--- src/rtl/amd_pkg.sv ---
// Shared encodings for the attraction-memory directory.
// Assumes the request and response codes below are fixed by the node interface.
package amd_pkg;

    typedef enum logic [1:0] {
        OP_RD  = 2'd0,
        OP_WR  = 2'd1,
        OP_EV  = 2'd2,
        OP_RSV = 2'd3
    } op_e;

    typedef enum logic [2:0] {
        RSP_RD_FIRST = 3'd0,
        RSP_RD_GRANT = 3'd1,
        RSP_WR_GRANT = 3'd2,
        RSP_EV_DONE  = 3'd3,
        RSP_REJECT   = 3'd4,
        RSP_RETRY    = 3'd5
    } rsp_e;

    typedef enum logic [1:0] {
        PEND_NONE = 2'd0,
        PEND_WR   = 2'd1,
        PEND_EV   = 2'd2
    } pend_e;

endpackage

--- src/rtl/amd_entry_ram.sv ---
// Directory entry store: a valid bit, a sharer vector and a master id per block.
// Assumes BLOCKS is a power of two. The read is combinational and the write is
// synchronous. Only the valid bits are reset, and entries are never invalidated.
module amd_entry_ram #(
    parameter int unsigned NODES  = 4,
    parameter int unsigned BLOCKS = 16,
    localparam int NID_W = $clog2(NODES),
    localparam int AW    = $clog2(BLOCKS)
) (
    input  logic             clk,
    input  logic             rst_n,
    input  logic [AW-1:0]    rd_addr,
    output logic             rd_valid,
    output logic [NODES-1:0] rd_sharers,
    output logic [NID_W-1:0] rd_master,
    input  logic             we,
    input  logic [AW-1:0]    wr_addr,
    input  logic [NODES-1:0] wr_sharers,
    input  logic [NID_W-1:0] wr_master
);

    logic [BLOCKS-1:0] vld_q;
    logic [NODES-1:0]  sh_mem [BLOCKS];
    logic [NID_W-1:0]  ms_mem [BLOCKS];

    // Track which blocks have ever been written into the directory.
    always_ff @(posedge clk) begin
        if (!rst_n)  vld_q <= '0;
        else if (we) vld_q[wr_addr] <= 1'b1;
    end

    // Store the sharer set and master id of the written entry.
    always_ff @(posedge clk) begin
        if (we) begin
            sh_mem[wr_addr] <= wr_sharers;
            ms_mem[wr_addr] <= wr_master;
        end
    end

    // Present the addressed entry without a pipeline stage.
    always_comb begin
        rd_valid   = vld_q[rd_addr];
        rd_sharers = sh_mem[rd_addr];
        rd_master  = ms_mem[rd_addr];
    end

endmodule

--- src/rtl/amd_pick_low.sv ---
// Lowest-index finder over a request vector.
// Assumes W is at least 2. When nothing is set, idx is zero and found is low.
module amd_pick_low #(
    parameter int unsigned W = 4,
    localparam int IW = $clog2(W)
) (
    input  logic [W-1:0]  vec,
    output logic          found,
    output logic [IW-1:0] idx
);

    // Scan from the top so that the lowest set bit wins.
    always_comb begin
        found = |vec;
        idx   = '0;
        for (int i = W - 1; i >= 0; i--) begin
            if (vec[i]) idx = IW'(i);
        end
    end

endmodule

--- src/rtl/amd_ack_track.sv ---
// Outstanding-invalidate tracker for the single open write.
// Assumes load and acks for the same node never arrive in the same cycle.
// Acks for nodes not in the mask are dropped.
module amd_ack_track #(
    parameter int unsigned NODES = 4
) (
    input  logic             clk,
    input  logic             rst_n,
    input  logic             load,
    input  logic [NODES-1:0] load_mask,
    input  logic [NODES-1:0] ack_vec,
    output logic             last
);

    logic [NODES-1:0] wait_q;

    // Load a fresh mask or retire the acknowledged nodes.
    always_ff @(posedge clk) begin
        if (!rst_n)    wait_q <= '0;
        else if (load) wait_q <= load_mask;
        else           wait_q <= wait_q & ~ack_vec;
    end

    // Flag the cycle in which the final outstanding node answers.
    always_comb last = (|wait_q) && ((wait_q & ~ack_vec) == '0);

endmodule

--- src/rtl/amd_directory.sv ---
// Directory controller for a cache-only memory system with master-copy tracking.
// Assumes one request per cycle, at most one open long transaction (a write
// waiting for acks or an eviction waiting for capacity), and NODES and BLOCKS
// both powers of two. Responses, forwards and invalidates are one-cycle pulses.
module amd_directory
    import amd_pkg::*;
#(
    parameter int unsigned NODES  = 4,
    parameter int unsigned BLOCKS = 16,
    localparam int NID_W = $clog2(NODES),
    localparam int AW    = $clog2(BLOCKS)
) (
    input  logic             clk,
    input  logic             rst_n,
    input  logic             req_valid,
    output logic             req_ready,
    input  logic [NID_W-1:0] req_node,
    input  logic [1:0]       req_op,
    input  logic [AW-1:0]    req_addr,
    output logic             rsp_valid,
    output logic [NID_W-1:0] rsp_node,
    output logic [AW-1:0]    rsp_addr,
    output logic [2:0]       rsp_code,
    output logic [NID_W-1:0] rsp_src,
    output logic             fwd_valid,
    output logic [NID_W-1:0] fwd_node,
    output logic [NID_W-1:0] fwd_dest,
    output logic [AW-1:0]    fwd_addr,
    output logic             inv_valid,
    output logic [NODES-1:0] inv_vec,
    output logic [AW-1:0]    inv_addr,
    input  logic [NODES-1:0] ack_vec,
    input  logic [NODES-1:0] free_vec,
    output logic             stall_err
);

    localparam logic [NODES-1:0] ONE = NODES'(1);

    op_e              op;
    logic             accept;
    logic [NODES-1:0] req_bit;

    logic             e_valid;
    logic [NODES-1:0] e_sharers;
    logic [NID_W-1:0] e_master;

    pend_e            pend_q;
    logic [AW-1:0]    pend_addr_q;
    logic [NID_W-1:0] pend_node_q;
    logic [NID_W-1:0] pend_src_q;
    logic [NODES-1:0] pend_bit;
    logic             pend_busy;
    logic             pend_done;
    logic             wr_done;
    logic             ev_done;
    logic             ack_last;

    logic [NODES-1:0] others;
    logic             oth_found, free_found, pfree_found;
    logic [NID_W-1:0] oth_idx, free_idx, pfree_idx;

    logic             n_rsp_v, n_fwd_v, n_inv_v;
    rsp_e             n_code;
    logic [NID_W-1:0] n_rsp_node, n_src, n_fwd_node, n_fwd_dest;
    logic [AW-1:0]    n_rsp_addr, n_fwd_addr;
    logic [NODES-1:0] n_inv_vec;
    logic             we;
    logic [AW-1:0]    w_addr;
    logic [NODES-1:0] w_sharers;
    logic [NID_W-1:0] w_master;
    logic             p_load;
    pend_e            p_kind;
    logic             set_stall;

    assign op       = op_e'(req_op);
    assign req_bit  = ONE << req_node;
    assign pend_bit = ONE << pend_node_q;
    assign others   = e_sharers & ~req_bit;

    amd_entry_ram #(.NODES(NODES), .BLOCKS(BLOCKS)) u_ram (
        .clk        (clk),
        .rst_n      (rst_n),
        .rd_addr    (req_addr),
        .rd_valid   (e_valid),
        .rd_sharers (e_sharers),
        .rd_master  (e_master),
        .we         (we),
        .wr_addr    (w_addr),
        .wr_sharers (w_sharers),
        .wr_master  (w_master)
    );

    amd_pick_low #(.W(NODES)) u_pick_oth (
        .vec (others), .found (oth_found), .idx (oth_idx)
    );

    amd_pick_low #(.W(NODES)) u_pick_free (
        .vec (free_vec & ~req_bit), .found (free_found), .idx (free_idx)
    );

    amd_pick_low #(.W(NODES)) u_pick_pfree (
        .vec (free_vec & ~pend_bit), .found (pfree_found), .idx (pfree_idx)
    );

    amd_ack_track #(.NODES(NODES)) u_acks (
        .clk       (clk),
        .rst_n     (rst_n),
        .load      (p_load && (p_kind == PEND_WR)),
        .load_mask (others),
        .ack_vec   (ack_vec),
        .last      (ack_last)
    );

    // Detect completion of the open transaction and block new requests then.
    always_comb begin
        pend_busy = (pend_q != PEND_NONE);
        wr_done   = (pend_q == PEND_WR) && ack_last;
        ev_done   = (pend_q == PEND_EV) && pfree_found;
        pend_done = wr_done || ev_done;
        req_ready = !pend_done;
        accept    = req_valid && req_ready;
    end

    // Decide the response, the messages and the directory update for this cycle.
    always_comb begin
        n_rsp_v    = 1'b0;
        n_code     = RSP_RETRY;
        n_rsp_node = req_node;
        n_rsp_addr = req_addr;
        n_src      = req_node;
        n_fwd_v    = 1'b0;
        n_fwd_node = e_master;
        n_fwd_dest = req_node;
        n_fwd_addr = req_addr;
        n_inv_v    = 1'b0;
        n_inv_vec  = '0;
        we         = 1'b0;
        w_addr     = req_addr;
        w_sharers  = req_bit;
        w_master   = req_node;
        p_load     = 1'b0;
        p_kind     = PEND_NONE;
        set_stall  = 1'b0;
        if (wr_done) begin
            n_rsp_v    = 1'b1;
            n_code     = RSP_WR_GRANT;
            n_rsp_node = pend_node_q;
            n_rsp_addr = pend_addr_q;
            n_src      = pend_src_q;
        end else if (ev_done) begin
            n_rsp_v    = 1'b1;
            n_code     = RSP_EV_DONE;
            n_rsp_node = pend_node_q;
            n_rsp_addr = pend_addr_q;
            n_src      = pfree_idx;
            n_fwd_v    = 1'b1;
            n_fwd_node = pend_node_q;
            n_fwd_dest = pfree_idx;
            n_fwd_addr = pend_addr_q;
            we         = 1'b1;
            w_addr     = pend_addr_q;
            w_sharers  = ONE << pfree_idx;
            w_master   = pfree_idx;
        end else if (accept) begin
            n_rsp_v = 1'b1;
            if (pend_busy && (req_addr == pend_addr_q || op != OP_RD)) begin
                n_code = RSP_RETRY;
            end else begin
                unique case (op)
                    OP_RD: begin
                        if (!e_valid) begin
                            n_code = RSP_RD_FIRST;
                            we     = 1'b1;
                        end else begin
                            n_code = RSP_RD_GRANT;
                            n_src  = e_master;
                            if (!e_sharers[req_node]) begin
                                n_fwd_v   = 1'b1;
                                we        = 1'b1;
                                w_sharers = e_sharers | req_bit;
                                w_master  = e_master;
                            end
                        end
                    end
                    OP_WR: begin
                        we = 1'b1;
                        if (!e_valid || !oth_found) begin
                            n_code = RSP_WR_GRANT;
                        end else begin
                            n_rsp_v   = 1'b0;
                            n_inv_v   = 1'b1;
                            n_inv_vec = others;
                            n_fwd_v   = !e_sharers[req_node];
                            p_load    = 1'b1;
                            p_kind    = PEND_WR;
                        end
                    end
                    OP_EV: begin
                        if (!e_valid || e_master != req_node) begin
                            n_code = RSP_REJECT;
                        end else if (oth_found) begin
                            n_code    = RSP_EV_DONE;
                            n_src     = oth_idx;
                            we        = 1'b1;
                            w_sharers = others;
                            w_master  = oth_idx;
                        end else if (free_found) begin
                            n_code     = RSP_EV_DONE;
                            n_src      = free_idx;
                            n_fwd_v    = 1'b1;
                            n_fwd_node = req_node;
                            n_fwd_dest = free_idx;
                            we         = 1'b1;
                            w_sharers  = ONE << free_idx;
                            w_master   = free_idx;
                        end else begin
                            n_rsp_v   = 1'b0;
                            p_load    = 1'b1;
                            p_kind    = PEND_EV;
                            set_stall = 1'b1;
                        end
                    end
                    default: n_code = RSP_REJECT;
                endcase
            end
        end
    end

    // Hold the single open transaction and the capacity stall flag.
    always_ff @(posedge clk) begin
        if (!rst_n) begin
            pend_q      <= PEND_NONE;
            pend_addr_q <= '0;
            pend_node_q <= '0;
            pend_src_q  <= '0;
            stall_err   <= 1'b0;
        end else begin
            if (pend_done) begin
                pend_q <= PEND_NONE;
            end else if (p_load) begin
                pend_q      <= p_kind;
                pend_addr_q <= req_addr;
                pend_node_q <= req_node;
                pend_src_q  <= e_master;
            end
            if (ev_done)        stall_err <= 1'b0;
            else if (set_stall) stall_err <= 1'b1;
        end
    end

    // Register the outgoing response, forward and invalidate pulses.
    always_ff @(posedge clk) begin
        if (!rst_n) begin
            rsp_valid <= 1'b0;
            rsp_node  <= '0;
            rsp_addr  <= '0;
            rsp_code  <= '0;
            rsp_src   <= '0;
            fwd_valid <= 1'b0;
            fwd_node  <= '0;
            fwd_dest  <= '0;
            fwd_addr  <= '0;
            inv_valid <= 1'b0;
            inv_vec   <= '0;
            inv_addr  <= '0;
        end else begin
            rsp_valid <= n_rsp_v;
            rsp_node  <= n_rsp_node;
            rsp_addr  <= n_rsp_addr;
            rsp_code  <= n_code;
            rsp_src   <= n_src;
            fwd_valid <= n_fwd_v;
            fwd_node  <= n_fwd_node;
            fwd_dest  <= n_fwd_dest;
            fwd_addr  <= n_fwd_addr;
            inv_valid <= n_inv_v;
            inv_vec   <= n_inv_vec;
            inv_addr  <= req_addr;
        end
    end

endmodule

--- config.mk ---
export PLATFORM = sky130hd
export DESIGN_NAME = amd_directory
export DESIGN_NICKNAME = d
export VERILOG_FILES = /design/src/rtl/amd_pkg.sv /design/src/rtl/amd_entry_ram.sv /design/src/rtl/amd_pick_low.sv /design/src/rtl/amd_ack_track.sv /design/src/rtl/amd_directory.sv
export SDC_FILE = /design/constraint.sdc
export NUM_CORES = 1
export LEC_CHECK = 0
export BUFFER_PORTS_ARGS = -buffer_cell sky130_fd_sc_hd__clkbuf_2
export CORE_ASPECT_RATIO = 0.9
export CORE_MARGIN = 3
export CORE_UTILIZATION = 55
export DETAILED_ROUTE_END_ITERATION = 16
export PLACE_DENSITY = 0.85
export RECOVER_POWER = 100
export SKIP_LAST_GASP = 1
export SLEW_MARGIN = 5
export SYNTH_ARGS = -nofsm -noshare
export SYNTH_HDL_FRONTEND = slang
export SYNTH_SLANG_ARGS = --single-unit
--- constraint.sdc ---
create_clock -name clk -period 4.3 [get_ports clk]
set_clock_uncertainty 0.15 [all_clocks]
set_input_delay 0.645 -clock clk [delete_from_list [all_inputs] [get_ports clk]]
set_output_delay 0.645 -clock clk [all_outputs]
set_load 0.1 [all_outputs]
# [Yosys cells after proc, flatten, opt, wreduce, memory -nomap -nowiden]
# Memories as Yosys holds them, arrays and structs flattened.
# Index checks and enable logic that the tools add are counted.
[totals] reg_bits=61 ram_bits=96 out_inout_bits=32 elab_cells=206 mem_count=2
[classes] n_lt_le_gt_ge=4 n_eq_ne=7 shift=4 mux=125 n_bitwise=13 n_reduce_logical=30
[mem_list] memory="u_ram.sh_mem" depth=16 word_bits=4 read_ports=1 rd_ports_with_merged_regs=0 write_ports=1 line="amd_entry_ram.sv:23" rtl="logic [NODES-1:0] sh_mem [BLOCKS];"
[mem_list] memory="u_ram.ms_mem" depth=16 word_bits=2 read_ports=1 rd_ports_with_merged_regs=0 write_ports=1 line="amd_entry_ram.sv:24" rtl="logic [NID_W-1:0] ms_mem [BLOCKS];"
[op_table] operator="2-bit 2-to-1 mux" count=52
[op_table] operator="4-bit 2-to-1 mux" count=13
[op_table] operator="1-bit 2-to-1 mux" count=42
[op_table] operator="3-bit 2-to-1 mux" count=6
[op_table] operator="4-bit AND" count=4
[op_table] operator="16-bit bitwise OR" count=1
[op_table] operator="4-bit OR reduction" count=4
[op_table] operator="1-bit by 2-bit left shift with 4-bit output, first input constant" count=4
[op_table] operator="4-bit NOT" count=3
[op_table] operator="2-bit one-hot mux with 2 select lines" count=3
[op_table] operator="4-bit by 5-bit less-than comparator with 1-bit output, second input constant" count=2
[op_table] operator="3-bit one-hot mux with 3 select lines" count=1
[op_table] operator="4-bit one-hot mux with 2 select lines" count=1
[op_table] operator="1-bit logical AND" count=7
[op_table] operator="7-bit OR reduction" count=1
[op_table] operator="2-bit by 1-bit equality test with 1-bit output, second input constant" count=3
[op_table] operator="1-bit one-hot mux with 3 select lines" count=2
[op_table] operator="2-bit OR reduction" count=3
[op_table] operator="6-bit OR reduction" count=1
[op_table] operator="1-bit binary-select mux with 4-bit select" count=1
[op_table] operator="1-bit demux with 4-bit select" count=1
[op_table] operator="2-bit equality test, second input constant" count=2
[op_table] operator="4-bit equality test" count=1
[op_table] operator="4-bit by 1-bit greater-or-equal comparator with 1-bit output, second input constant" count=1
[op_table] operator="other kinds (13)" count=24

# [Depth between registers and ports, before layout]
# Gate-level depths: netlist (run 1).
[depth] word_depth=16 mapped_depth=13 depth_no_buf=9

# [Modules after synthesis]
# A second synthesis (run 1) with hierarchy kept.
[hier_totals] hier_cells=575 hier_area_um2=7114.3
[modules_own_cells] module="amd_entry_ram" instances=1 cells_each=218 area_each_um2=4371.7
[modules_own_cells] module="amd_directory" instances=1 cells_each=313 area_each_um2=2456.1
[modules_own_cells] module="amd_ack_track" instances=1 cells_each=23 area_each_um2=181.4
[modules_own_cells] module="amd_pick_low" instances=3 cells_each=7 area_each_um2=35.0

# [Worst setup path after synthesis (run 1)]
# Ideal clock, no wire load.
[synth_path] path_type="input-to-reg" startpoint="in req_addr[0]" endpoint="mem u_ram.ms_mem[11][0] (netlist name) (enable)" setup_time_ns=0.377 arrival_time_ns=3.642 slack_ns=0.131 cell_stages=11 path_buffers=3 path_cell_list="buf_6 > buf_8 > mux4_2 > mux4_2 > xnor2_2 > nor3_2 > nand2_4 > a221oi_4 > nor4_4 > buf_4 > nor3_1"
[synth_via] elab_chain_len=12 word_cells_on_any_way=27 cone_classes="eq/ne: 2; mux: 17; bitwise: 1; reduce/logical: 5; memory: 2"
[synth_lines] element="from (decl)" line="amd_directory.sv:19" rtl="input logic [AW-1:0] req_addr,"
[synth_lines] element="memory 16 x 4 bit / 1-bit binary-select mux with 4-bit select (equally long branches)"
[synth_lines] element="1-bit binary-select mux with 2-bit select, or another cell as far along" line="amd_directory.sv:177" rtl="if (!e_sharers[req_node]) begin"
[synth_lines] element="1-bit 2-to-1 mux (not written as such), or another cell as far along" line="amd_directory.sv:177"
[synth_lines] element="1-bit 2-to-1 mux, or another cell as far along" line="amd_directory.sv:177"
[synth_lines] element="1-bit 2-to-1 mux (on tied branches)" line="amd_directory.sv:171, amd_directory.sv:199"
[synth_lines] element="1-bit one-hot mux with 3 select lines" line="amd_directory.sv:169" rtl="unique case (op)"
[synth_lines] element="1-bit 2-to-1 mux" line="amd_directory.sv:166" rtl="if (pend_busy && (req_addr == pend_addr_q || op != OP_RD)) begin"
[synth_lines] element="1-bit 2-to-1 mux" line="amd_directory.sv:164" rtl="end else if (accept) begin"
[synth_lines] element="1-bit 2-to-1 mux" line="amd_directory.sv:150" rtl="end else if (ev_done) begin"
[synth_lines] element="1-bit 2-to-1 mux" line="amd_directory.sv:144" rtl="if (wr_done) begin"
[synth_lines] element="1-bit 2-to-1 mux" line="amd_entry_ram.sv:34" rtl="if (we) begin"
[synth_lines] element="1-bit 2-to-1 mux (not written as such)" line="amd_entry_ram.sv:36" rtl="ms_mem[wr_addr] <= wr_master;"
[synth_lines] element="to (decl)" line="amd_entry_ram.sv:24"
# Several ways; a longest one is shown, not always the timed one. The select of a mux whose other input is x is not followed.

# [Worst setup path after layout (run 1)]
[layout_path] startpoint="in req_addr[0]" endpoint="mem u_ram.sh_mem[15][0] (data pin)"
[layout_via] elab_chain_len=10 word_cells_on_any_way=24 cone_classes="eq/ne: 2; mux: 13; bitwise: 2; reduce/logical: 5; memory: 2"
[layout_lines] element="memory 16 x 4 bit / 1-bit binary-select mux with 4-bit select (equally long branches)"
[layout_lines] element="1-bit binary-select mux with 2-bit select, or another cell as far along" line="amd_directory.sv:177"
[layout_lines] element="1-bit 2-to-1 mux (not written as such), or another cell as far along" line="amd_directory.sv:177"
[layout_lines] element="4-bit 2-to-1 mux, or another cell as far along" line="amd_directory.sv:177"
[layout_lines] element="4-bit 2-to-1 mux (on tied branches)" line="amd_directory.sv:171, amd_directory.sv:199"
[layout_lines] element="4-bit one-hot mux with 2 select lines" line="amd_directory.sv:169"
[layout_lines] element="4-bit 2-to-1 mux (*)" line="amd_directory.sv:166"
[layout_lines] element="4-bit 2-to-1 mux (*)" line="amd_directory.sv:164"
[layout_lines] element="4-bit 2-to-1 mux (*)" line="amd_directory.sv:150"
[layout_lines] element="4-bit 2-to-1 mux (*)" line="amd_directory.sv:144"
[layout_lines] element="via u_ram.wr_sharers[0]" line="amd_entry_ram.sv:18" rtl="input logic [NODES-1:0] wr_sharers,"
[layout_lines] element="to (decl)" line="amd_entry_ram.sv:23"
# The timed path passes the listed nets; every way through them passes the cells marked *. The select of a mux whose other input is x is not followed.

==> results by group, run 1 <==
Global route
  – Gr usage total: 28.11%
  – Initial antenna violation count: 0
  – Global-route wire length before repair: 31.78 mm
  – GR Overflow Total: 0
  – Number of global-route vias before repair: 5600
  – Maximum number of pins on one net before global-route repair: 46

Routing
  – Pre-antenna DRT Iters: 5
  – Total routed wirelength: 20.99 mm
  – DR vias/cell: 6.593
  – Antenna Nets Post-Route: 0
  – # DRC: 0
  – Avg WL per Cell: 22.81 microns
  – DR vias: 6066
  – DR iter-0 viols: 778

Die
  – Ports: 51
  – Core Region: 13410 sq um
  – Die Span X: 129.6 microns
  – Die area: 15190 sq um
  – Initial Util: 56.38%
  – FP Rows: 40
  – Die span in y: 117.2 microns

CTS
  – Later-pin clock latency in the skew report: 0.43 ns
  – TritonCTS Sinks: 157
  – CTS clock-pin slew for the worst setup and hold paths: 0.06 ns
  – H-tree depth: 4
  – CTS Buf Count: 17
  – Hold buffer count at CTS: 0
  – Clk root buf: clkbuf_16
  – CTS tree: yes
  – Setup bufs post-CTS: 0
  – Max clock buf depth: 2
  – PostCTS Resize Cnt: 0

Critical path
  – CP Class: in -> reg
  – Setup crit end kind: flip-flop
  – CP Data Arrival Time: 4.14 ns
  – CP Max Fanout: 16
  – Nature of the critical path startpoint: input pin
  – CP required: 4.40 ns

Final layout
  – Fraction of layout cells with a size suffix above 1: 16.76%
  – Fillers: 1030
  – Nets@finish: 762
  – Final non-filler cell total: 920
  – Number of diodes: 0
  – Layout area overhead: 14.63%
  – Final Util: 64.63%

Synthesis
  – Syn Nets: 684
  – Post-synthesis cell area: 7562 sq um
  – Syn Inst Count: 661
  – Mean Syn Cell Area: 11.44 sq um
  – Yosys warns: 0
  – Synthesized flop and latch total: 157
  – Number of synthesized flops with an enable pin: 96
  – Asr flop ratio synth: 0%
  – Register area share after synthesis: 54.27%
  – Primary FF master, synth: edfxtp_1
  – Yosys cell types: 73

Run
  – Max_cap viols: 0

STA
  – Final setup margin: 0.2584 ns
  – Final setup vio count: 0
  – Slew HR: 21.88%
  – Actual slew at the worst max-slew pin: 1.177 ns
  – RSZ-0062 raised after global routing: false
  – Max-slew violation count: 0
  – Final min period: 4.042 ns
  – Period utilization: 93.99%
  – Final hold violation count: 0
  – Fmax: 247.4 MHz

Power
  – Leak pwr: 3.076 nW
  – VDD IR max: 0.0003762 V
  – Final total power: 3.576 mW
  – PwrDens: 412.5 nW/um^2

Placement
  – Placed cells: 888
  – Post-Place Worst Slack: -0.1449 ns
  – Gpl congestion: 1.009
  – IO buf count: 50
  – Hpwl dp: 14.70 mm

Run status
  – Outcome: finished, final reports clean

Hold path
  – Worst hold path class: reg -> reg
layout make-up:
| type | instances | area (sq um) | area share [%] |
|---|---|---|---|
| inverters | 15 | 56.30 | 0.6495 |
| repair buffers | 103 | 580.6 | 6.697 |
| multi-input cells | 445 | 3136 | 36.17 |
| well taps | 168 | 210.2 | 2.425 |
| clock inverters | 12 | 125.1 | 1.443 |
| clock buffers | 20 | 456.7 | 5.268 |
| flip-flops and latches | 157 | 4104 | 47.34 |
worst max-delay path: stages:
cell and delay, ns:
clkbuf_2 0.36, buf_4 0.30, nor2b_1 0.20, clkbuf_1 0.22
a22oi_1 0.18, a21o_1 0.27, a21o_1 0.20, a211oi_1 0.50
clkbuf_1 0.31, or2_1 0.25, nand4_1 0.12, a41oi_1 0.29
buf_4 0.29
cell families (layout without fill, tap and decap cells):
kind of cell             count (synthesis)  after routing  synth area share (%)
buffers and inverters                   59            150                 3.838
AO/OA/AOI/OAI                          153            153                 14.15
XOR/XNOR                                 6              6                0.8934
flip-flops                             157            157                 54.27
adder cells (fa/ha/maj)                  4              4                0.6618
multiplexers                            60             60                 11.38
AND/OR/NAND/NOR                        222            222                 14.81
per-stage QoR:
step | setup TNS (ns) | area [sq um] | hold WS [ns]
5_1_grt | 0 | 8668 | 0.3263
3_3_place_gp | 0 | 8212 | 0.2807
4_1_cts | 0 | 8793 | 0.3002
2_1_floorplan | 0 | 7562 | 0.2696
6_report | 0 | 8668 | 0.3090
3_5_place_dp | -7.605 | 8212 | 0.2860
placed cells by master (no fill, tap or decap), drive strengths merged, types with 3 or more instances in the layout:
cell type / n
clkinvlp: 3
a32oi: 5
and2: 9
nand4: 3
clkinv: 4
a31oi: 16
o311ai: 3
nand2b: 16
o31ai: 17
o21bai: 3
dfxtp: 61
nor2: 41
nor4b: 6
nand2: 77
a21oi: 30
nand3: 9
a22oi: 7
o21ai: 23
a211o: 5
and3: 4
mux2: 8
buf: 40
a22o: 3
xnor2: 6
nor2b: 7
o22a: 3
mux4: 20
o211ai: 4
nor3: 24
o22ai: 6
edfxtp: 96
clkbuf: 83
nor4: 6
a211oi: 6
a41oi: 3
mux2i: 32
inv: 19
or2: 7
a221oi: 3
ha: 4
layer usage:
| metal | wire length (microns) | up-vias | track usage [%] |
|---|---|---|---|
| met5 | 0 | - | 0 |
| met4 | 568 | 0 | 11.77 |
| met3 | 2234 | 42 | 7.895 |
| met2 | 9714 | 428 | 43.39 |
| met1 | 8469 | 2914 | 37.76 |
| li1 | - | 2682 | - |
sequential cells by signal (all words and copies together) (netlist names):
| register | count |
|---|---|
| fwd_addr | 4 |
| fwd_dest | 2 |
| fwd_node | 2 |
| fwd_valid | 1 |
| inv_addr | 4 |
| inv_valid | 1 |
| inv_vec | 4 |
| pend_addr_q | 4 |
| pend_node_q | 2 |
| pend_q | 2 |
| pend_src_q | 2 |
| rsp_addr | 4 |
| rsp_code | 3 |
| rsp_node | 2 |
| rsp_src | 2 |
| rsp_valid | 1 |
| stall_err | 1 |
| u_acks.wait_q | 4 |
| u_ram.ms_mem | 32 |
| u_ram.sh_mem | 64 |
| u_ram.vld_q | 16 |
Yosys cell counts (6+ instances only):
library cell | number | area, sq um
edfxtp_1 | 96 | 2883
dfxtp_1 | 61 | 1221
inv_1 | 13 | 48.80
nand2_1 | 76 | 285.3
nor2b_1 | 7 | 43.79
o21ai_0 | 19 | 95.09
nor3_1 | 22 | 110.1
o31ai_1 | 17 | 127.6
mux2i_1 | 32 | 320.3
a31oi_1 | 16 | 100.1
a22oi_1 | 7 | 52.55
clkbuf_1 | 28 | 105.1
nor2_1 | 41 | 153.9
o22ai_1 | 6 | 37.54
buf_4 | 6 | 45.04
nand3_1 | 9 | 45.04
and2_1 | 9 | 56.30
a21oi_1 | 30 | 150.1
nand2b_1 | 16 | 100.1
mux4_2 | 20 | 450.4
nor4b_1 | 6 | 52.55
mux2_1 | 6 | 67.56
report_power, final:
part	total, mW	internal [mW]	leakage [nW]	switching [mW]
clock	1.47	0.840	0.276	0.628
combinational	0.474	0.134	1.41	0.341
sequential	1.63	1.63	1.39	0.00824
path summary, 6_finish.rpt:
check                                                     end                    startpoint  cells past startpoint  slack (ns)
worst max-delay path            u_ram.sh_mem[15][0]$_DFFE_PP_                   req_addr[0]                     13        0.26
worst min-delay path             u_ram.vld_q[10]$_SDFFE_PN0P_  u_ram.vld_q[10]$_SDFFE_PN0P_                      2        0.31
worst min register to register   u_ram.vld_q[10]$_SDFFE_PN0P_  u_ram.vld_q[10]$_SDFFE_PN0P_                      2        0.31
worst max register to register   u_ram.sh_mem[7][0]$_DFFE_PP_  u_ram.ms_mem[6][0]$_DFFE_PP_                      9        0.52
Note: power is estimated with default switching activity, not from simulation.
==> run 2: changes to the inputs <==
Settings changed: BUFFER_PORTS_ARGS -buffer_cell sky130_fd_sc_hd__clkbuf_2 to not set, CORE_UTILIZATION 55 to 57, DONT_BUFFER_PORTS set to 1, PLACE_DENSITY 0.85 to 0.84.
==> run 2 against run 1 <==
Effect of this change: first-iteration DRC count grew 11%; worst hold slack lost 0.12 ns; routed wire length shrank 5.5%; register-to-register slack lost 0.17 ns; highest routed layer unchanged; core utilization shrank 1.1 points; final cell count shrank 10%; via count shrank 4.9%; sequential share of layout area grew 3.0 points.
==> results by group, run 2 (synthesis gave the netlist of run 1 again) <==
Die
  – Die Span X: 127.4 microns
  – FP Rows: 39
  – Core Region: 12830 sq um
  – Die area: 14690 sq um
  – Ports: 51
  – Die span in y: 115.3 microns
  – Initial Util: 58.93%

Critical path
  – Nature of the critical path startpoint: flip-flop
  – Cell chain of the critical path: mux4_2, mux4_2, xnor2_2, nor3_2, nand2_1, a221oi_4, nor4_1, buf_12, nor3_1
  – Reg2reg path depth: 9
  – R2r setup slk: 0.35 ns
  – CP Data Arrival Time: 3.86 ns
  – Most frequent CP cell: mux4_2
  – Setup crit end kind: flip-flop
  – RR Startpoint: u_ram.ms_mem[6][1]$_DFFE_PP_
  – Slowest cell on crit path: nor3_1
  – CP required: 4.21 ns
  – CP Max Fanout: 32
  – CP Class: reg -> reg
  – Crit path largest cell delay: 0.72 ns
  – Critical Path Start: u_ram.ms_mem[6][1]$_DFFE_PP_
  – R2R Path End: u_ram.ms_mem[0][0]$_DFFE_PP_

Hold path
  – Worst Min Path Start: rst_n
  – Worst Hold Endpoint: u_ram.vld_q[8]$_SDFFE_PN0P_
  – Worst hold path class: in -> reg
  – Hold Path Cell Cnt: 2

Final layout
  – Biggest regs: u_ram.sh_mem (64), u_ram.ms_mem (32), u_ram.vld_q (16)
  – Most frequent cells in the layout: edfxtp_1, nand2_1, dfxtp_1
  – Final non-filler cell total: 826
  – Nets@finish: 673
  – Layout area overhead: 7.793%
  – Register Area: 4104 sq um
  – Number of diodes: 0
  – Most common cell after layout, fill and taps aside: edfxtp_1
  – Fraction of layout cells with a size suffix above 1: 10.88%
  – Multi-input logic area: 3128 sq um
  – Fillers: 969
  – Number of flip-flops in the largest register: 64
  – Final Util: 63.52%
  – Final Instance Area: 8152 sq um
  – Most flops, register: u_ram.sh_mem

Placement
  – IO buf count: 0
  – Hpwl dp: 13.49 mm
  – Post-Place Worst Slack: 0.1655 ns
  – Placed cell area: 7651 sq um
  – Placed cells: 795
  – Gpl congestion: 0.9722

Global route
  – Maximum number of pins on one net before global-route repair: 47
  – Global-route wire length before repair: 30.44 mm
  – Number of global-route vias before repair: 5311
  – Initial antenna violation count: 0
  – GR Overflow Total: 0
  – Gr usage total: 27.68%

Routing
  – DR iter-0 viols: 867
  – Avg WL per Cell: 24.01 microns
  – Pre-antenna DRT Iters: 6
  – Antenna Nets Post-Route: 0
  – DR vias/cell: 6.987
  – Total routed wirelength: 19.83 mm
  – # DRC: 0
  – DR vias: 5771

STA
  – Worst hold slack: 0.1916 ns
  – Fin Setup TNS: 0 ns
  – RSZ-0062 raised after global routing: false
  – Fmax: 253.1 MHz
  – Max-slew violation count: 0
  – Actual slew at the worst max-slew pin: 1.073 ns
  – Final min period: 3.950 ns
  – Final setup margin: 0.3497 ns
  – Final setup vio count: 0
  – Period utilization: 91.87%
  – Slew HR: 28.06%
  – Final hold violation count: 0

Power
  – Switching share of power: 26.57%
  – VDD IR max: 0.0004371 V
  – Comb pwr share: 8.2%
  – Clock network power share: 41.5%
  – PwrDens: 423.2 nW/um^2
  – Leak pwr: 2.765 nW
  – P_int: 2.533 mW
  – Final total power: 3.450 mW
  – Sequential share of power: 50.4%
  – Psw: 916.6 uW

CTS
  – TritonCTS Sinks: 157
  – CTS clock-pin slew for the worst setup and hold paths: 0.07 ns
  – Clk root buf: clkbuf_16
  – Setup bufs post-CTS: 0
  – Max clock buf depth: 2
  – CTS tree: yes
  – Hold buffer count at CTS: 0
  – Later-pin clock latency in the skew report: 0.43 ns
  – CTS Buf Count: 17
  – PostCTS Resize Cnt: 0
  – H-tree depth: 4

Run
  – Max_cap viols: 0

Run status
  – Outcome: finished, final reports clean
## run 2: cell count changes in the layout (fill, tap and decap cells not counted), sizes merged
cell,delta
buf,-33
clkbuf,-58
clkinv,+1
clkinvlp,-1
inv,+1
## run 2: worst max path at each step
stage                     slack, ns                             to  cells after the start
after floorplan                0.13  u_ram.ms_mem[11][0]$_DFFE_PP_                     11
after global placement         0.34   u_ram.sh_mem[4][2]$_DFFE_PP_                      9
after detailed placement       0.17   u_ram.sh_mem[5][0]$_DFFE_PP_                      9
after CTS                      0.41   u_ram.sh_mem[0][1]$_DFFE_PP_                      9
after global routing           0.18   u_ram.sh_mem[0][1]$_DFFE_PP_                     11
final                          0.35   u_ram.ms_mem[0][0]$_DFFE_PP_                      9
## run 2: layout make-up
class | count | share of cell area, %
flip-flops and latches | 157 | 50.35
multi-input cells | 445 | 38.37
clock buffers | 18 | 5.265
well taps | 164 | 2.517
clock inverters | 13 | 1.627
repair buffers | 14 | 1.182
inverters | 15 | 0.6907
## run 2: worst max-delay path: cells and delay by family, from the launching register on
kind / cells / cell delay, ns
AND/OR/NAND/NOR: 4 / 1.24
multiplexers: 2 / 1.11
flip-flops: 1 / 0.42
AO/OA/AOI/OAI: 1 / 0.27
buffers and inverters: 1 / 0.20
XOR/XNOR: 1 / 0.18
## run 2: power groups by stage
stage          combinational [mW]  clock, mW  sequential [mW]
4_1_cts                     0.284       1.44             1.74
3_3_place_gp                0.279          0             1.77
6_report                    0.282       1.43             1.74
5_1_grt                     0.301       1.51             1.74
2_1_floorplan               0.236          0             1.76
3_5_place_dp                0.282          0             1.77
## run 2: routing by layer
| layer | vias to the layer above | wire, microns | GRT usage (%) |
|---|---|---|---|
| met2 | 425 | 9066 | 42.30 |
| met5 | - | 0 | 0 |
| met4 | 0 | 534 | 10.01 |
| met3 | 53 | 2445 | 9.847 |
| li1 | 2497 | - | - |
| met1 | 2796 | 7784 | 36.89 |
==> run 3: changes to the inputs <==
Settings changed: ABC_AREA set to 1, CORE_UTILIZATION 57 to 58, PLACE_DENSITY 0.84 to 0.85.
==> run 3 against run 2 <==
Effect of this change: worst hold slack worse by 0.026 ns; area after synthesis is 2.5% higher; sequential power hardly changed; critical endpoint is now u_ram.ms_mem[8][1]$_DFFE_PP_.
==> results by group, run 3 <==
Run status
  – Outcome: finished, final reports clean

Routing
  – Pre-antenna DRT Iters: 8
  – DR iter-0 viols: 1000
  – Total routed wirelength: 18.89 mm
  – # DRC: 0
  – DR vias/cell: 5.762
  – Avg WL per Cell: 17.74 microns
  – DR vias: 6137
  – Antenna Nets Post-Route: 0

Critical path
  – Setup crit end kind: flip-flop
  – Reg2reg path depth: 13
  – Crit path largest cell delay: 0.67 ns
  – Slowest cell on crit path: inv_1
  – R2R Path End: u_ram.sh_mem[5][1]$_DFFE_PP_
  – Critical Path Start: req_addr[1]
  – Critical path depth in cells: 15
  – Worst Path Buf+Inv: 2
  – Most frequent CP cell: nand2_1
  – CP Class: in -> reg
  – R2r setup slk: 0.60 ns
  – Nature of the critical path startpoint: input pin
  – CP Max Fanout: 23
  – CP required: 4.20 ns
  – RR Startpoint: pend_node_q[1]$_SDFFE_PN0P_
  – CP Capture Point: u_ram.ms_mem[8][1]$_DFFE_PP_
  – Cell chain of the critical path: inv_1, buf_4, nor2_1, o21ai_0, nand3_1, nand3_1, nand2_2, nand2_1, nand2_1, o21ai_0, nand2_1, nand3_1, nand3_1, nand2_1, nand2_1
  – Top delay family on crit path: simple AND/OR/NAND/NOR gates
  – CP Data Arrival Time: 3.73 ns

Final layout
  – Most common cell after layout, fill and taps aside: nand2_1
  – Layout area overhead: 5.296%
  – Number of flip-flops in the largest register: 64
  – Biggest regs: u_ram.sh_mem (64), u_ram.ms_mem (32), u_ram.vld_q (16)
  – Most flops, register: u_ram.sh_mem
  – Multi-input logic area: 2754 sq um
  – Fraction of layout cells with a size suffix above 1: 9.323%
  – Number of diodes: 0
  – Fillers: 1048
  – Final non-filler cell total: 1065
  – Most frequent cells in the layout: nand2_1, inv_1, edfxtp_1
  – Register Area: 4104 sq um
  – Nets@finish: 911

Power
  – P_int: 2.496 mW
  – Psw: 971.0 uW
  – Sequential share of power: 50.4%
  – PwrDens: 424.9 nW/um^2
  – VDD IR max: 0.0003694 V
  – Final total power: 3.467 mW
  – Clock network power share: 41.1%
  – Leak pwr: 3.513 nW
  – Comb pwr share: 8.5%
  – Switching share of power: 28.01%

Placement
  – Placed cells: 1033
  – Hpwl dp: 12.77 mm
  – IO buf count: 0
  – Gpl congestion: 1.024

STA
  – Final setup vio count: 0
  – Actual slew at the worst max-slew pin: 0.9994 ns
  – Max-slew violation count: 0
  – Fmax: 261.6 MHz
  – Final min period: 3.823 ns
  – Period utilization: 88.91%
  – RSZ-0062 raised after global routing: false
  – Final hold violation count: 0
  – Fin Setup TNS: 0 ns
  – Slew HR: 33.28%

CTS
  – H-tree depth: 4
  – Setup bufs post-CTS: 0
  – Clk root buf: clkbuf_16
  – CTS Buf Count: 17
  – Max clock buf depth: 2
  – Later-pin clock latency in the skew report: 0.43 ns
  – PostCTS Resize Cnt: 0
  – CTS clock-pin slew for the worst setup and hold paths: 0.06 ns
  – TritonCTS Sinks: 157
  – CTS tree: yes
  – Hold buffer count at CTS: 0

Synthesis
  – Most common cell in the synthesized netlist: nand2_1
  – Register area share after synthesis: 52.96%
  – Post-synth top area cell: edfxtp_1
  – Mean Syn Cell Area: 8.591 sq um
  – Yosys warns: 0
  – Asr flop ratio synth: 0%
  – Synth top area cells: edfxtp_1, dfxtp_1, nand2_1
  – Syn Inst Count: 902
  – Yosys cell types: 43
  – Post-synthesis cell area: 7749 sq um
  – Primary FF master, synth: edfxtp_1
  – Number of synthesized flops with an enable pin: 96
  – Syn Nets: 925
  – Synthesized flop and latch total: 157
  – Synth top cells by count: nand2_1, inv_1, edfxtp_1, nand3_1, nor2_1
  – Post-synth top area share: 37.20%

Die
  – Die Span X: 127.8 microns
  – FP Rows: 39
  – Die span in y: 115.7 microns
  – Ports: 51
  – Core Region: 12880 sq um
  – Initial Util: 60.15%
  – Die area: 14780 sq um

Global route
  – Gr usage total: 26.22%
  – Initial antenna violation count: 0
  – GR Overflow Total: 0
  – Maximum number of pins on one net before global-route repair: 69
  – Number of global-route vias before repair: 5615
  – Global-route wire length before repair: 29.87 mm

Hold path
  – Worst hold path class: in -> reg
  – Hold Path Cell Cnt: 2

Run
  – Max_cap viols: 0
[run 3: changes by cell type after synthesis, moves of 18 or more]
cell      delta
a21oi_1     +26
clkbuf_1    -22
inv_1      +112
mux2i_1     -32
mux4_2      -20
nand2_1    +141
nand2_2     +18
nand3_1     +67
nor2_1      +34
nor3_1      -20
[run 3: power by group through the flow]
stage | combinational [mW] | clock, mW | sequential, mW
floorplan | 0.254 | 0 | 1.78
global placement | 0.291 | 0 | 1.78
detailed placement | 0.297 | 0 | 1.78
CTS | 0.300 | 1.43 | 1.75
global route | 0.326 | 1.49 | 1.75
finish | 0.295 | 1.43 | 1.75
[run 3: kinds of logic (layout without fill, tap and decap cells)]
kind of cell,count (synthesis),after routing,synth area share [%]
AOI/OAI and AO/OA,140,140,10.50
xor gates and xnor gates,4,4,0.4522
adders and majority gates,4,4,0.6459
buffers and inverters,173,172,9.947
DFF,157,157,52.96
and+or+nand+nor,424,424,25.50
[run 3: through the flow]
| step | hold slack (ns) | cell area, sq um | worst slack, ns | utilization [%] |
|---|---|---|---|---|
| finish | 0.1660 | 8159 | 0.4767 | 63.34 |
| global route | 0.1638 | 8159 | 0.2703 | 63.34 |
| CTS | 0.1579 | 8279 | 0.8481 | 64.27 |
| detailed placement | 0.2971 | 7725 | 0.4276 | 59.97 |
| global placement | 0.2889 | 7725 | 0.5846 | 59.97 |
| floorplan | 0.2800 | 7749 | 0.9753 | - |
[run 3: cell type report]
type	count	share of cell area (%)
repair buffers	4	0.3680
well taps	164	2.515
clock inverters	13	1.227
multi-input cells	572	33.75
flip-flops and latches	157	50.30
clock buffers	19	5.567
inverters	136	6.272
[run 3: how the worst min path moves through the flow]
stage                                            from  slack, ns                          end
after global placement    u_ram.vld_q[7]$_SDFFE_PN0P_       0.29  u_ram.vld_q[7]$_SDFFE_PN0P_
after detailed placement  u_ram.vld_q[4]$_SDFFE_PN0P_       0.30  u_ram.vld_q[4]$_SDFFE_PN0P_
after global routing                      req_addr[1]       0.16       inv_addr[1]$_SDFF_PN0_
final                                           rst_n       0.17       inv_addr[2]$_SDFF_PN0_
after floorplan           u_ram.vld_q[4]$_SDFFE_PN0P_       0.28  u_ram.vld_q[4]$_SDFFE_PN0P_
after CTS                                 req_addr[2]       0.16       inv_addr[2]$_SDFF_PN0_
[run 3: per-layer routing]
metal	vias to the layer above	global-route usage, %	part of all wire [%]
met1	2795	35.82	40
met4	0	9.194	2.5
li1	2883	-	-
met3	49	7.373	12
met5	-	0	0
met2	410	40.61	45
[run 3: worst reg2reg max path, cell delays in order, from the launching register on]
cell	delay, ns
dfxtp_1	0.42
inv_1	0.11
o21ai_0	0.24
nand2_1	0.13
o21ai_0	0.40
nand2_4	0.13
clkinv_2	0.38
nand3_4	0.23
inv_1	0.28
nand3_1	0.19
a21oi_1	0.16
nand2_1	0.06
nand2_1	0.05
nand2_1	0.36
